### config.mk
export PLATFORM = sky130hd
export DESIGN_NAME = bpr_range_check
export DESIGN_NICKNAME = d
export VERILOG_FILES = /design/src/rtl/bpr_pkg.sv /design/src/rtl/bpr_geometry.sv /design/src/rtl/bpr_cursor.sv /design/src/rtl/bpr_err_flag.sv /design/src/rtl/bpr_range_check.sv
export SDC_FILE = /design/constraint.sdc
export NUM_CORES = 1
export LEC_CHECK = 0
export BUFFER_PORTS_ARGS = -buffer_cell sky130_fd_sc_hd__buf_4
export CAP_MARGIN = 10
export CORE_UTILIZATION = 40
export DETAILED_ROUTE_END_ITERATION = 10
export GPL_TIMING_DRIVEN = 1
export PLACE_DENSITY = 0.59
export SLEW_MARGIN = 30
export SYNTH_ARGS = -nofsm -noshare
export SYNTH_HDL_FRONTEND = slang
export SYNTH_SLANG_ARGS = --single-unit
### constraint.sdc
create_clock -name clk -period 8 [get_ports clk]
set_input_delay 1.2 -clock clk [delete_from_list [all_inputs] [get_ports clk]]
set_output_delay 1.2 -clock clk [all_outputs]
set_load 0.05 [all_outputs]
### src/rtl/bpr_pkg.sv
// Shared types for the boot partition range checker.
package bpr_pkg;
    // Region addressed by the partition-access field.
    typedef enum logic [1:0] {
        RGN_USER  = 2'd0,
        RGN_BOOT1 = 2'd1,
        RGN_BOOT2 = 2'd2,
        RGN_BAD   = 2'd3
    } region_e;
endpackage

### src/rtl/bpr_geometry.sv
// Decodes the partition-access field and the size multiplier into a region,
// a base sector and a sector limit. Purely combinational.
// Assumes PA_W is wide enough to hold twice the largest partition size.
module bpr_geometry
    import bpr_pkg::*;
#(
    parameter int MULT_W    = 8,
    parameter int UNIT_LOG2 = 8,
    parameter int PA_W      = 33
) (
    input  logic [2:0]        sel,
    input  logic [MULT_W-1:0] mult,
    output region_e           region,
    output logic [PA_W-1:0]   base,
    output logic [PA_W-1:0]   limit
);
    logic [PA_W-1:0] size_sect;

    // Partition size in sectors: multiplier times sectors per unit.
    always_comb size_sect = {{(PA_W-MULT_W){1'b0}}, mult} << UNIT_LOG2;

    // Region, base and limit for the selected field value.
    always_comb begin
        unique case (sel)
            3'b000: begin
                region = RGN_USER;
                base   = size_sect << 1;
                limit  = '0;
            end
            3'b001: begin
                region = RGN_BOOT1;
                base   = '0;
                limit  = size_sect;
            end
            3'b010: begin
                region = RGN_BOOT2;
                base   = size_sect;
                limit  = size_sect;
            end
            default: begin
                region = RGN_BAD;
                base   = '0;
                limit  = '0;
            end
        endcase
    end
endmodule

### src/rtl/bpr_cursor.sv
// Holds the per-command state: whether a multi-block command is open,
// the sector offset of its next block, and whether it has had a refusal.
// Assumes the caller asserts accept only for requests it will answer.
module bpr_cursor #(
    parameter int PA_W = 33
) (
    input  logic            clk,
    input  logic            rst_n,
    input  logic            accept,
    input  logic            start,
    input  logic            multi,
    input  logic            deny,
    input  logic [PA_W-1:0] offset_in,
    output logic            open_multi,
    output logic            dead,
    output logic [PA_W-1:0] next_off
);
    // Advance the offset and track the refusal state per accepted block.
    always_ff @(posedge clk) begin
        if (!rst_n) begin
            open_multi <= 1'b0;
            dead       <= 1'b0;
            next_off   <= '0;
        end else if (accept) begin
            next_off <= offset_in + 1'b1;
            if (start) begin
                open_multi <= multi;
                dead       <= deny;
            end else begin
                dead <= dead | deny;
            end
        end
    end
endmodule

### src/rtl/bpr_err_flag.sv
// Sticky error flag: a set wins over a clear in the same cycle.
module bpr_err_flag (
    input  logic clk,
    input  logic rst_n,
    input  logic set,
    input  logic clr,
    output logic flag
);
    // Set on refusal, drop on status read.
    always_ff @(posedge clk) begin
        if (!rst_n)   flag <= 1'b0;
        else if (set) flag <= 1'b1;
        else if (clr) flag <= 1'b0;
    end
endmodule

### src/rtl/bpr_range_check.sv
// Boot partition range checker. It translates each block request into a
// physical sector address and permits or refuses it against the end of the
// selected boot partition. The response is registered, one cycle after the request.
// Layout: boot 1 at sector 0, boot 2 at S, user area at 2*S.
// Assumes part_sel and size_mult are driven by configuration state. They are
// sampled on every block, so the sticky refusal covers changes made mid-command.
module bpr_range_check
    import bpr_pkg::*;
#(
    parameter int ADDR_W       = 32,
    parameter int MULT_W       = 8,
    parameter int SECTOR_BYTES = 512,
    parameter int UNIT_BYTES   = 131072
) (
    input  logic              clk,
    input  logic              rst_n,
    input  logic [2:0]        part_sel,
    input  logic [MULT_W-1:0] size_mult,
    input  logic              sector_mode,
    input  logic              req_valid,
    input  logic              req_start,
    input  logic              req_multi,
    input  logic [ADDR_W-1:0] req_addr,
    input  logic              err_clear,
    output logic              resp_valid,
    output logic              resp_permit,
    output logic [ADDR_W:0]   resp_addr,
    output logic              oor_err
);
    localparam int SECT_LOG2 = $clog2(SECTOR_BYTES);
    localparam int UNIT_LOG2 = $clog2(UNIT_BYTES / SECTOR_BYTES);
    localparam int PA_W      = ADDR_W + 1;

    region_e         region;
    logic [PA_W-1:0] base;
    logic [PA_W-1:0] limit;
    logic            open_multi;
    logic            dead;
    logic [PA_W-1:0] next_off;
    logic [PA_W-1:0] start_off;
    logic [PA_W-1:0] offset;
    logic            accept;
    logic            in_range;
    logic            permit_d;
    logic            deny;

    bpr_geometry #(
        .MULT_W    (MULT_W),
        .UNIT_LOG2 (UNIT_LOG2),
        .PA_W      (PA_W)
    ) i_geom (
        .sel    (part_sel),
        .mult   (size_mult),
        .region (region),
        .base   (base),
        .limit  (limit)
    );

    // A start is always taken; a continuation only inside an open multi command.
    always_comb accept = req_valid & (req_start | open_multi);

    // Start offset in sectors from either addressing mode.
    always_comb start_off = sector_mode ? PA_W'(req_addr) : PA_W'(req_addr >> SECT_LOG2);

    // Offset of the block being decided.
    always_comb offset = req_start ? start_off : next_off;

    // Boundary test for the selected region.
    always_comb begin
        unique case (region)
            RGN_USER:            in_range = 1'b1;
            RGN_BOOT1, RGN_BOOT2: in_range = (offset < limit);
            default:             in_range = 1'b0;
        endcase
    end

    // Permit needs range and no earlier refusal in this command.
    always_comb begin
        permit_d = in_range & (req_start | ~dead);
        deny     = accept & ~permit_d;
    end

    bpr_cursor #(
        .PA_W (PA_W)
    ) i_cursor (
        .clk        (clk),
        .rst_n      (rst_n),
        .accept     (accept),
        .start      (req_start),
        .multi      (req_multi),
        .deny       (deny),
        .offset_in  (offset),
        .open_multi (open_multi),
        .dead       (dead),
        .next_off   (next_off)
    );

    bpr_err_flag i_err (
        .clk   (clk),
        .rst_n (rst_n),
        .set   (deny),
        .clr   (err_clear),
        .flag  (oor_err)
    );

    // Registered decision and physical address.
    always_ff @(posedge clk) begin
        if (!rst_n) begin
            resp_valid  <= 1'b0;
            resp_permit <= 1'b0;
            resp_addr   <= '0;
        end else begin
            resp_valid  <= accept;
            resp_permit <= accept & permit_d;
            resp_addr   <= (accept & permit_d) ? (base + offset) : '0;
        end
    end
endmodule

== Word level (Yosys, flattened, before mapping) ==
Index checks and enable logic that the tools add are counted.

* Bits in registers: 71
* Bits in latches: 0
* Bits in writable memories: 0
* Bits in read-only memories: 0
* Output and inout bits: 36
* Logic and storage cells: 39
* Memories: 0

* Add/sub/neg operators: 2
* $mul: 0
* Divide/modulo/power cells: 0
* Order comparisons: 1
* Equality and inequality tests: 4
* Shift-type cells: 0
* Mux-type cells: 9
* Bitwise gates (word level): 9
* Reduce and logical (&&, ||, !) cells: 7

{| class="wikitable"
|+ Operators by type and width
! kind !! count
|-
| one-hot mux 17 bit (2 select lines) || 1
|-
| adder 33 x 1 -> 33 bit (second input constant) || 1
|-
| adder 33 bit || 1
|-
| less-than comparator 33 bit || 1
|-
| 2-to-1 mux 33 bit || 1
|-
| 2-to-1 mux 32 bit || 1
|-
| 2-to-1 mux 16 bit || 1
|-
| one-hot mux 2 bit (3 select lines) || 1
|-
| bitwise AND 1 bit || 4
|-
| AND reduction 2 bit || 2
|-
| OR reduction 2 bit || 2
|-
| == test 3 x 1 -> 1 bit (second input constant) || 1
|-
| == test 3 x 2 -> 1 bit (second input constant) || 1
|-
| zero test 3 bit || 1
|-
| 2-to-1 mux 1 bit || 3
|-
| OR 1 bit || 3
|-
| == test 2 x 1 -> 1 bit (second input constant) || 1
|-
| == test 2 bit (second input constant) || 1
|-
| zero test 2 bit || 1
|-
| NOT 1 bit || 2
|-
| one-hot mux 1 bit (2 select lines) || 1
|-
| nonzero test 2 bit || 1
|}

== Logic depth before layout (Yosys ltp) ==
* Depth after elaboration: 10
* Depth in mapped cells: 15
* Gate-level depth less buffers: 12

== Modules after synthesis ==
Synthesis repeated with hierarchy kept, for this count alone.

* Cells, all modules: 887
* Area, all modules: 6760.2 µm²

{| class="wikitable"
|+ Modules (own cells, without submodules)
! module !! times used !! cells each !! area each (µm²) !! seq. area each (µm²)
|-
| bpr_range_check || 1 || 559 || 4184.0 || 700.7
|-
| bpr_cursor || 1 || 244 || 1938.1 || 700.7
|-
| bpr_geometry || 1 || 81 || 596.8 || 0.0
|-
| bpr_err_flag || 1 || 3 || 41.3 || 20.0
|}

== Worst setup path after synthesis ==
No wires, ideal clock.

* Kind: input to register
* Start: input req_start
* End: register resp_addr[24]
* Library setup time: 135 ps
* Arrival time: 3699 ps
* Data required time: 7865 ps
* Setup slack: 4166 ps
* Stages: 14
* Path buffers: 4
* Cells stage by stage: buf_4 > buf_4 > buf_4 > nor2_1 > a21o_1 > inv_1 > ha_1 > nor2b_1 > o31a_1 > a311o_1 > a41o_1 > buf_1 > a41oi_1 > a211oi_1

* Cells in the longest elaborated chain, start to end: 6

{| class="wikitable"
|+ Ends and longest elaborated chain
! element !! line !! source
|-
| start: declaration || bpr_range_check.sv:21 || <nowiki>input logic req_start,</nowiki>
|-
| 2-to-1 mux 33 bit || bpr_range_check.sv:66 || <nowiki>always_comb offset = req_start ? start_off : next_off;</nowiki>
|-
| less-than comparator 33 bit || bpr_range_check.sv:72 || <nowiki>RGN_BOOT1, RGN_BOOT2: in_range = (offset < limit);</nowiki>
|-
| one-hot mux 1 bit (2 select lines) || bpr_range_check.sv:70 || <nowiki>unique case (region)</nowiki>
|-
| bitwise AND 1 bit || bpr_range_check.sv:79 || <nowiki>permit_d = in_range & (req_start | ~dead);</nowiki>
|-
| bitwise AND 1 bit || bpr_range_check.sv:115 || <nowiki>resp_addr <= (accept & permit_d) ? (base + offset) : '0;</nowiki>
|-
| AND reduction 2 bit (no source line) || -- ||
|-
| end signal: assignment || bpr_range_check.sv:115 ||
|-
| end: declaration || bpr_range_check.sv:27 || <nowiki>output logic [ADDR_W:0] resp_addr,</nowiki>
|}

Parallel ways exist; a longest one is shown, timed or not.
A chain may end at the register's enable or synchronous reset.

== Final worst setup path ==
* Start: input req_start
* End: register resp_addr[30]

Same word-level chain as after synthesis.

==> flow_summary.yaml <==
power_and_ir_drop:
  p_seq_share_pct: 38.5
  clock_power_share_pct: 40.1
  swShare_pct: 29.30
  p_switching_w: 0.0002834
  intPower_w: 0.0006838
  pwr_density_cell_mw_per_mm2: 168.4
  vdd_drop_max_v: 0.00008224
  p_comb_share_pct: 21.4
  p_leak_nw: 2.316
grt:
  grt_util_met2_pct: 38.67
  top_usage_layer: "met2"
  grt_use_met1_pct: 36.08
  grt_pass1_wl_mm: 24.74
  grt_pass1_vias: 4625
  track_usage_pct: 25.73
  grt_overflow: 0
  grt_max_degree: 74
  antenna_found_initial: 0
  grtUsageMet3_pct: 5.008
clock_tree:
  cts_setup_buffers: 0
  clk_latency_ns: 0.35
  cts_buffers: 9
  clkSlewWorstSetupHoldPaths_ns: 0.05
  ctsHoldBuffers: 0
  root_buffer: "clkbuf_16"
  cts_buffer_depth: 2
  cts_resized: 0
  cts_tree: "done"
  cts_max_level: 3
  clock-sinks: 71
sta:
  drv_slew: 0
  skew_ns: 0.01020
  worstMarginPinSlew_ns: 0.8985
  rsz0062_at_grt: "no"
  setup_tns_ns: 0
  hold_viol_final: 0
  finalSetupViolCount: 0
  max_freq_mhz: 237.0
  finalCritPeriodShare_pct: 52.73
  slew_headroom_pct: 39.70
  min_period_ns: 4.219
synthesis:
  avgSynthCellArea_um2: 8.031
  yosysTopAreaCellShare_pct: 29.54
  ys_seq_elements: 71
  synth_edf_count: 0
  syn_area_mm2: 0.004811
  syn_inst: 599
  synthTopCellsByArea: "dfxtp_1 30%, mux2i_1 5.8%, nor2_1 5.8%, ha_1 4.9%, a21oi_1 3.4%"
  seq_area_frac_synth_pct: 29.54
  ys_types: 67
  yosys.area.top_type: "dfxtp_1"
  synthArstFlopShare_pct: 0
  synth_warnings: 0
  synth_flop_cell: "dfxtp_1"
  syn_nets: 669
die:
  die_area_mm2: 0.01247
  rows: 39
  ioPinCount: 86
  core_mm2: 0.01156
  die_w_um: 111.7
  die_y_um: 111.7
  start_util_pct: 41.60
detailed_routing:
  drt_iter0_drc: 419
  drt-total-wl_mm: 15.27
  via_per_inst: 5.947
  drc_errors: 9
  vias: 4823
  drtAntennaViolNets: 0
  dr.pass1.iters: 8
  wire_per_inst_um: 18.83
placed_design:
  port_buffers: 85
  dp_hpwl_mm: 11.39
  placed_area_mm2: 0.005459
  place_congestion: 0.9349
worst_setup_path:
  required_ns: 8.28
  worstPathArrival_ns: 4.50
  slowest_stage: "buf_4"
  startpoint_type: "primary input"
  cpPeakStageDelay_ns: 0.56
  path_cells: "buf_4, nor2_1, a21o_4, inv_1, ha_1, inv_1, fa_1, nor2b_1, o31a_1, a311o_1, a41oi_1, or3_1, a21oi_1"
  crit_top_cell: "inv_1"
  critPathMaxFanout: 73
  worstSetupPathType: "primary input to flop"
  worstSetupEndpointType: "flop"
final_layout:
  n_antenna_cell: 0
  final_cell_mix: "88 x buf_4, 74 x nor2_1, 71 x dfxtp_1, 41 x nand2_1, 33 x a21oi_1"
  syn2layout_area_growth_pct: 19.38
  final_common_cell: "buf_4"
  finish.instance_area_mm2: 0.005743
  drive_gt1_share_pct: 18.11
  num-nets-final: 735
run_status:
  violations: "design-rule violations"
  outcome: "finished with violations"
worst_hold_path:
  hp-class: "flop to flop"
job:
  maxCapViolCount: 0
==> worst paths after layout <==
check / startpoint / end / slack (ns) / depth (start not counted)
worst max-delay path: req_start / resp_addr[30]$_SDFF_PN0_ / 3.78 / 13
worst min-delay path: i_cursor.next_off[1]$_SDFFE_PN0P_ / i_cursor.next_off[1]$_SDFFE_PN0P_ / 0.46 / 2
worst max register to register: i_cursor.next_off[8]$_SDFFE_PN0P_ / resp_addr[30]$_SDFF_PN0_ / 4.94 / 12
worst min register to register: i_cursor.next_off[1]$_SDFFE_PN0P_ / i_cursor.next_off[1]$_SDFFE_PN0P_ / 0.46 / 2
==> cell type report <==
class	instances	area (um^2)
clock buffer	14	284.0
fill	1173	5822
inverter	18	67.56
multi-input combinational	477	3131
sequential	71	1421
tap	143	178.9
timing repair buffer	88	660.6
==> metrics by stage <==
stage / util, % / std cells / setup WS [ns] / hold WS [ns] / power (W)
after CTS: 49.66 / 811 / 3.819 / 0.4605 / 0.0009769
final: 49.66 / 811 / 3.781 / 0.4601 / 0.0009672
after global routing: 49.66 / 811 / 3.482 / 0.4843 / 0.001019
after floorplan: - / 599 / 4.166 / 0.4367 / 0.0005212
after detailed placement: 47.20 / 797 / 3.474 / 0.4528 / 0.0005845
after global placement: 47.20 / 797 / 3.617 / 0.4462 / 0.0005820
==> per-layer routing <==
layer	vias up	part of all wire [%]	wire, um
li1	2347	-	-
met1	2262	47	7110
met2	188	44	6649
met3	26	7.2	1094
met4	0	2.7	415
met5	-	0	0
==> cell families after synthesis <==
| family | Yosys count | share of synthesized area, % |
|---|---|---|
| AND/OR/NAND/NOR | 245 | 26.53 |
| AO/OA/AOI/OAI | 157 | 22.03 |
| flip-flops | 71 | 29.54 |
| buffers and inverters | 51 | 5.383 |
| multiplexers | 34 | 7.334 |
| XOR/XNOR | 21 | 3.823 |
| adder cells (fa/ha/maj) | 20 | 5.358 |
==> registers in the layout, summed over array words and instances (netlist names) <==
| register | cells |
|---|---|
| i_cursor.dead | 1 |
| i_cursor.next_off | 33 |
| i_cursor.open_multi | 1 |
| i_err.flag | 1 |
| resp_addr | 33 |
| resp_permit | 1 |
| resp_valid | 1 |
==> cells in the mapped netlist (all sizes together), types with 9 or more instances <==
cell type	count
nor2	74
dfxtp	71
nand2	41
a21oi	36
o21ai	33
mux2i	30
nand3	23
ha	19
buf	17
inv	17
clkbuf	16
nand4	16
nor3	16
xnor2	15
a211oi	13
or3	13
a21o	12
a31oi	12
nor4	11
and2	9
==> power by group through the flow <==
stage / clock, W / combinational [W] / sequential (W)
final: 0.000388 / 0.000207 / 0.000372
after global routing: 0.000417 / 0.000229 / 0.000373
after CTS: 0.000399 / 0.000206 / 0.000372
after detailed placement: 0 / 0.000205 / 0.000379
after global placement: 0 / 0.000203 / 0.000379
after floorplan: 0 / 0.000140 / 0.000381
==> critical path: cells and delay by family <==
kind | cells | cell delay [ns]
simple gates | 3 | 0.81
compound gates | 5 | 1.21
buf+inv | 3 | 0.71
fa+ha+maj | 2 | 0.55
Note: power is estimated with default switching activity, not from simulation.
